$ cat src/rtl/pwm_multi_pkg.sv
package pwm_multi_pkg;

    typedef enum logic [1:0] {
        ST_SLEEP  = 2'd0,
        ST_HALT   = 2'd1,
        ST_SETTLE = 2'd2,
        ST_RUN    = 2'd3
    } run_state_e;

    localparam int MODE_ADDR  = 0;
    localparam int PRE_ADDR   = 1;
    localparam int CH_BASE    = 8;

    localparam int MB_SLEEP   = 0;
    localparam int MB_INV     = 1;
    localparam int MB_ACK     = 2;
    localparam int MB_RESTART = 3;

    localparam int EN_BIT     = 4;

endpackage

$ cat src/rtl/pwm_multi_ctrl.sv
module pwm_multi_ctrl
    import pwm_multi_pkg::*;
#(
    parameter int ADDR_W     = 8,
    parameter int PRE_W      = 8,
    parameter int SETTLE_CYC = 32
) (
    input  logic              clk,
    input  logic              rst_n,
    input  logic              wr_en,
    input  logic [ADDR_W-1:0] wr_addr,
    input  logic [7:0]        wr_data,
    input  logic              any_en,
    output run_state_e        state,
    output logic              inv,
    output logic              ack_mode,
    output logic [PRE_W-1:0]  prescale,
    output logic              restart_pending
);

    localparam int SET_W = (SETTLE_CYC > 2) ? $clog2(SETTLE_CYC) : 1;

    typedef struct packed {
        run_state_e       st;
        logic             sleep;
        logic             inv;
        logic             ack;
        logic             restart;
        logic             was_run;
        logic [SET_W-1:0] settle;
        logic [PRE_W-1:0] pre;
    } ctrl_t;

    ctrl_t q, d;

    logic unused_data;
    assign unused_data = ^wr_data[7:4];

    always_comb begin
        d = q;
        d.restart = 1'b0;

        if (wr_en && wr_addr == ADDR_W'(MODE_ADDR)) begin
            d.sleep   = wr_data[MB_SLEEP];
            d.inv     = wr_data[MB_INV];
            d.ack     = wr_data[MB_ACK];
            d.restart = wr_data[MB_RESTART];
        end
        if (wr_en && wr_addr == ADDR_W'(PRE_ADDR) && q.st == ST_SLEEP) begin
            d.pre = wr_data[PRE_W-1:0];
        end

        case (q.st)
            ST_SLEEP: begin
                if (!q.sleep) begin
                    if (q.was_run) begin
                        d.st = ST_HALT;
                    end else begin
                        d.st     = ST_SETTLE;
                        d.settle = '0;
                    end
                end
            end
            ST_HALT: begin
                if (q.sleep) begin
                    d.st = ST_SLEEP;
                end else if (q.restart) begin
                    d.st      = ST_SETTLE;
                    d.settle  = '0;
                    d.was_run = 1'b0;
                end
            end
            ST_SETTLE: begin
                if (q.sleep) begin
                    d.st = ST_SLEEP;
                end else if (q.settle == SET_W'(SETTLE_CYC - 1)) begin
                    d.st = ST_RUN;
                end else begin
                    d.settle = q.settle + 1'b1;
                end
            end
            default: begin
                if (q.sleep) begin
                    d.st      = ST_SLEEP;
                    d.was_run = any_en;
                end
            end
        endcase
    end

    always_ff @(posedge clk or negedge rst_n) begin
        if (!rst_n) begin
            q         <= '0;
            q.st      <= ST_SLEEP;
            q.sleep   <= 1'b1;
        end else begin
            q <= d;
        end
    end

    assign state           = q.st;
    assign inv             = q.inv;
    assign ack_mode        = q.ack;
    assign prescale        = q.pre;
    assign restart_pending = (q.st == ST_HALT);

endmodule

$ cat src/rtl/pwm_multi_timebase.sv
module pwm_multi_timebase #(
    parameter int CNT_W = 12,
    parameter int PRE_W = 8
) (
    input  logic             clk,
    input  logic             rst_n,
    input  logic             run,
    input  logic [PRE_W-1:0] prescale,
    output logic             tick,
    output logic             evt,
    output logic [CNT_W-1:0] cnt_ev,
    output logic [CNT_W-1:0] cnt
);

    typedef struct packed {
        logic [PRE_W-1:0] pre;
        logic [CNT_W-1:0] cnt;
        logic             run_prev;
    } tb_t;

    tb_t  q, d;
    logic start;

    always_comb begin
        d          = q;
        d.run_prev = run;
        start      = run && !q.run_prev;
        tick       = run && q.run_prev && (q.pre == prescale);

        if (!run || start) begin
            d.pre = '0;
            d.cnt = '0;
        end else if (tick) begin
            d.pre = '0;
            d.cnt = q.cnt + 1'b1;
        end else begin
            d.pre = q.pre + 1'b1;
        end

        evt    = start || tick;
        cnt_ev = tick ? (q.cnt + 1'b1) : '0;
    end

    always_ff @(posedge clk or negedge rst_n) begin
        if (!rst_n) begin
            q <= '0;
        end else begin
            q <= d;
        end
    end

    assign cnt = q.cnt;

endmodule

$ cat src/rtl/pwm_multi_chan.sv
module pwm_multi_chan
    import pwm_multi_pkg::*;
#(
    parameter int CNT_W = 12
) (
    input  logic             clk,
    input  logic             rst_n,
    input  logic             wr_en,
    input  logic [1:0]       wr_sel,
    input  logic [7:0]       wr_data,
    input  logic             xact_end,
    input  logic             ack_mode,
    input  logic             run,
    input  logic             evt,
    input  logic             wrap,
    input  logic [CNT_W-1:0] cnt_ev,
    output logic             level,
    output logic             en
);

    localparam int HI_W = CNT_W - 8;

    typedef struct packed {
        logic [CNT_W-1:0] on_s;
        logic [CNT_W-1:0] off_s;
        logic             en_s;
        logic [CNT_W-1:0] on_a;
        logic [CNT_W-1:0] off_a;
        logic             en_a;
        logic [3:0]       trk;
        logic             lvl;
    } ch_t;

    ch_t  q, d;
    logic take;

    logic unused_data;
    assign unused_data = ^wr_data[7:5];

    always_comb begin
        d    = q;
        take = 1'b0;

        if (wr_en) begin
            case (wr_sel)
                2'd0: d.on_s[7:0] = wr_data;
                2'd1: begin
                    d.on_s[CNT_W-1:8] = wr_data[HI_W-1:0];
                    d.en_s            = wr_data[EN_BIT];
                end
                2'd2: d.off_s[7:0] = wr_data;
                default: d.off_s[CNT_W-1:8] = wr_data[HI_W-1:0];
            endcase
            d.trk[wr_sel] = 1'b1;
        end

        if (ack_mode) begin
            if (xact_end && (&d.trk)) begin
                take  = 1'b1;
                d.trk = '0;
            end
        end else begin
            d.trk = '0;
            take  = !run || wrap;
        end

        if (take) begin
            d.on_a  = d.on_s;
            d.off_a = d.off_s;
            d.en_a  = d.en_s;
        end

        if (!run) begin
            d.lvl = 1'b0;
        end else if (evt) begin
            if (cnt_ev == d.off_a) begin
                d.lvl = 1'b0;
            end else if (cnt_ev == d.on_a) begin
                d.lvl = 1'b1;
            end
        end
    end

    always_ff @(posedge clk or negedge rst_n) begin
        if (!rst_n) begin
            q <= '0;
        end else begin
            q <= d;
        end
    end

    assign level = q.lvl;
    assign en    = q.en_a;

endmodule

$ cat src/rtl/pwm_multi_top.sv
module pwm_multi_top
    import pwm_multi_pkg::*;
#(
    parameter int NCH        = 4,
    parameter int CNT_W      = 12,
    parameter int PRE_W      = 8,
    parameter int ADDR_W     = 8,
    parameter int SETTLE_CYC = 32
) (
    input  logic              clk,
    input  logic              rst_n,
    input  logic              wr_en,
    input  logic [ADDR_W-1:0] wr_addr,
    input  logic [7:0]        wr_data,
    input  logic              xact_end,
    output logic [NCH-1:0]    pwm_out,
    output logic              restart_pending
);

    localparam int SLOT_W = ADDR_W - 2;
    localparam int SLOT0  = CH_BASE / 4;

    run_state_e       st;
    logic             inv;
    logic             ack_mode;
    logic [PRE_W-1:0] prescale;
    logic             run;
    logic             tick;
    logic             evt;
    logic             wrap;
    logic [CNT_W-1:0] cnt_ev;
    logic [CNT_W-1:0] cnt;
    logic [NCH-1:0]   lvl;
    logic [NCH-1:0]   en;

    pwm_multi_ctrl #(
        .ADDR_W    (ADDR_W),
        .PRE_W     (PRE_W),
        .SETTLE_CYC(SETTLE_CYC)
    ) i_ctrl (
        .clk            (clk),
        .rst_n          (rst_n),
        .wr_en          (wr_en),
        .wr_addr        (wr_addr),
        .wr_data        (wr_data),
        .any_en         (|en),
        .state          (st),
        .inv            (inv),
        .ack_mode       (ack_mode),
        .prescale       (prescale),
        .restart_pending(restart_pending)
    );

    assign run = (st == ST_RUN);

    pwm_multi_timebase #(
        .CNT_W(CNT_W),
        .PRE_W(PRE_W)
    ) i_tbase (
        .clk     (clk),
        .rst_n   (rst_n),
        .run     (run),
        .prescale(prescale),
        .tick    (tick),
        .evt     (evt),
        .cnt_ev  (cnt_ev),
        .cnt     (cnt)
    );

    assign wrap = evt && (cnt_ev == '0);

    for (genvar i = 0; i < NCH; i++) begin : g_ch
        logic ch_we;
        assign ch_we = wr_en && (wr_addr[ADDR_W-1:2] == SLOT_W'(SLOT0 + i));

        pwm_multi_chan #(
            .CNT_W(CNT_W)
        ) i_chan (
            .clk     (clk),
            .rst_n   (rst_n),
            .wr_en   (ch_we),
            .wr_sel  (wr_addr[1:0]),
            .wr_data (wr_data),
            .xact_end(xact_end),
            .ack_mode(ack_mode),
            .run     (run),
            .evt     (evt),
            .wrap    (wrap),
            .cnt_ev  (cnt_ev),
            .level   (lvl[i]),
            .en      (en[i])
        );

        assign pwm_out[i] = inv ^ (lvl[i] & en[i] & run);
    end

endmodule

$ cat config.mk
export PLATFORM = sky130hd
export DESIGN_NAME = pwm_multi_top
export DESIGN_NICKNAME = d
export VERILOG_FILES = /design/src/rtl/pwm_multi_pkg.sv /design/src/rtl/pwm_multi_ctrl.sv /design/src/rtl/pwm_multi_timebase.sv /design/src/rtl/pwm_multi_chan.sv /design/src/rtl/pwm_multi_top.sv
export SDC_FILE = /design/constraint.sdc
export NUM_CORES = 1
export LEC_CHECK = 0
export ABC_AREA = 1
export BUFFER_PORTS_ARGS = -buffer_cell sky130_fd_sc_hd__buf_2
export CAP_MARGIN = 10
export CORE_ASPECT_RATIO = 0.75
export CORE_MARGIN = 1
export CORE_UTILIZATION = 35
export DETAILED_ROUTE_END_ITERATION = 10
export SETUP_SLACK_MARGIN = 0.4
export SLEW_MARGIN = 20
export SYNTH_ARGS = -nofsm -noshare
export SYNTH_HDL_FRONTEND = slang
export SYNTH_HIERARCHICAL = 1
export SYNTH_SLANG_ARGS = --single-unit
export TNS_END_PERCENT = 1
$ cat constraint.sdc
create_clock -name clk -period 8.6 [get_ports clk]
set_clock_uncertainty 0.05 [all_clocks]
set_input_delay 1.29 -clock clk [delete_from_list [all_inputs] [get_ports clk]]
set_output_delay 1.29 -clock clk [all_outputs]
set_load 0.01 [all_outputs]
==> results.toml <==
[die]
ioPinCount = 25
dieArea_um2 = 41900
start_util_pct = 36.0
die_y_um = 177
rows = 63
die_w_um = 236
core_area_um2 = 40000

[critical_path]
critical_path.max_fanout = 35
rrSetupSlack_ns = 3.32
crit_path_start_kind = "flip-flop"
setup.worst_path.end_class = "flip-flop"
worstPathArrival_ns = 5.67
r2r-end = "g_ch[3].i_chan/level$_DFFE_PN0P_"
r2r.worst_path.cells = 26
criticalPathCategory = "reg -> reg"
crit_required_ns = 9.00
r2r_start = "i_ctrl/state[0]$_DFFE_PN0P_"

[global_routing]
grt_pass1_vias = 11400
track_usage_pct = 19.5
grt_max_degree = 129
grt_overflow_total = 0
grt_pass1_wl_mm = 64.0
antenna_found_initial = 2

[sta]
finalHoldWorstSlack_ns = 0.423
grt_setup_unrepaired = "false"
slew-limit-headroom_pct = 36.7
setup_viol = 0
period_share_pct = 61.3
fmax_ghz = 0.190
hold_viol_final = 0
fin_tns_setup_ns = 0
maxSlewViolCount = 0
tightest_slew_ns = 0.950
fin_crit_ns = 5.28

[cells_and_area]
antennaDiodeCount = 0
seq_area_um2 = 6530
final_util_pct = 39.1
nNetsFinal = 1965
final_cell_mix = "nand2_1, inv_1, nand3_1, dfrtp_1, nor2_1"
area_growth_pct = 8.74
num-fill-cells = 4121
drive_above_1_share_pct = 10.9
multi_input_area_um2 = 6170
layout_commonest_cell = "nand2_1"

[route]
drt_iter0_drc = 1235
via_per_inst = 4.90
avgRoutedWirePerCell_um = 16.1
num_vias = 12100
finalWirelength_mm = 40.0
post-route-drc-count = 0
first_pass_iters = 7
detail-route-antenna-nets = 0

[clock_network]
cts_sinks = 261
clkTransAtPathRegs_ns = 0.07
clk-insertion-delay-late_ns = 0.55
h-tree-depth = 1
clock_path_buffers = 3
post_cts_buffers = 0
cts_tree = "done"
postCtsResizedCells = 0
cts_made_buffers = 26
holdBufCountCts = 0
ctsRootBufferMaster = "clkbuf_16"

[synthesis]
synth_nets = 1958
syn_avg_cell_area_um2 = 7.43
syn_area_um2 = 14400
ys.warnings.count = 6
postSynthCellCount = 1934

[run_status]
outcome = "finished clean"

[place]
dp_hpwl_mm = 26.8
place_congestion = 0.859
port_buffers = 24

[power_and_ir_drop]
p_per_area_nw_per_um2 = 240
leakagePower_uw = 0.00851
ir_drop_mv = 0.136

[worst_hold_path]
hold_end = "g_ch[1].i_chan/q[42]$_DFF_PN0_"
hp-start = "g_ch[1].i_chan/q[42]$_DFF_PN0_"
min_path_cells = 2
min_path_type = "reg -> reg"

[flow_run]
max-cap-violations = 0
## registers in the layout (all words and copies together) (netlist names)
register / flops
i_tbase/cnt: 12
i_ctrl/state: 2
i_ctrl/inv: 1
i_ctrl/ack_mode: 1
g_ch.i_chan/en: 4
i_tbase/q: 9
i_ctrl/prescale: 8
g_ch.i_chan/level: 4
i_ctrl/q: 8
g_ch.i_chan/q: 212
## metrics by stage
| step | setup slack, ns | area [µm²] | cells | total power (µW) |
|---|---|---|---|---|
| floorplan | 5.06 | 14400 | 1934 | 2390 |
| global placement | 3.43 | 14800 | 2432 | 2590 |
| detailed placement | 3.37 | 14800 | 2432 | 2610 |
| CTS | 3.34 | 15600 | 2477 | 3770 |
| global route | 2.75 | 15600 | 2478 | 3990 |
| finish | 3.32 | 15600 | 2478 | 3750 |
## final cells by class
type                            instances  area share [%]
Multi-Input combinational cell       1302            39.5
Clock buffer                           34            4.81
Inverter                              310            7.48
Timing Repair Buffer                   40            1.73
Tap cell                              520            4.16
Clock inverter                         11           0.544
Sequential cell                       261            41.8
## how the worst max path moves through the flow
stage,startpoint,to,slack (ns),depth (start not counted)
3_5_place_dp,i_ctrl/state[0]$_DFFE_PN0P_,g_ch[3].i_chan/level$_DFFE_PN0P_,3.37,26
4_1_cts,i_ctrl/state[0]$_DFFE_PN0P_,g_ch[3].i_chan/level$_DFFE_PN0P_,3.34,26
6_report,i_ctrl/state[0]$_DFFE_PN0P_,g_ch[3].i_chan/level$_DFFE_PN0P_,3.32,26
3_3_place_gp,i_ctrl/state[0]$_DFFE_PN0P_,g_ch[3].i_chan/level$_DFFE_PN0P_,3.43,26
2_1_floorplan,i_ctrl/state[1]$_DFFE_PN0P_,g_ch[0].i_chan/level$_DFFE_PN0P_,5.06,27
5_1_grt,i_ctrl/state[0]$_DFFE_PN0P_,g_ch[3].i_chan/level$_DFFE_PN0P_,2.75,26
## layer usage
metal	wire length [µm]	GRT usage [%]
met5	18	0
met4	799	4.25
met3	2510	2.78
met2	17000	29.3
met1	19700	29.4
## power breakdown
group          switching, µW  internal, µW  total, µW
clock network            504           642       1150
registers               69.1          1370       1440
logic                    838           333       1170
## worst max-delay path: stages, from the launching register on
cell and delay [ns]:
dfrtp_1 0.52, nand2_2 0.23, clkinv_4 0.17, nand2_1 0.11
clkinv_1 0.54, nand4_1 0.40, nor2_4 0.05, nand3b_4 0.19
nor2_1 0.06, buf_4 0.22, inv_1 0.08, nand2_1 0.04
nor2_1 0.15, nand2_1 0.08, nor2_1 0.21, or3b_1 0.73
nand2_4 0.45, inv_2 0.21, nand2_1 0.10, nand2_1 0.10
nand2_1 0.05, nand2_1 0.07, nand3_1 0.08, nor2_1 0.10
nand2_1 0.05, nand2_1 0.05, nor2_1 0.05
Note: power is estimated with default switching activity, not from simulation.
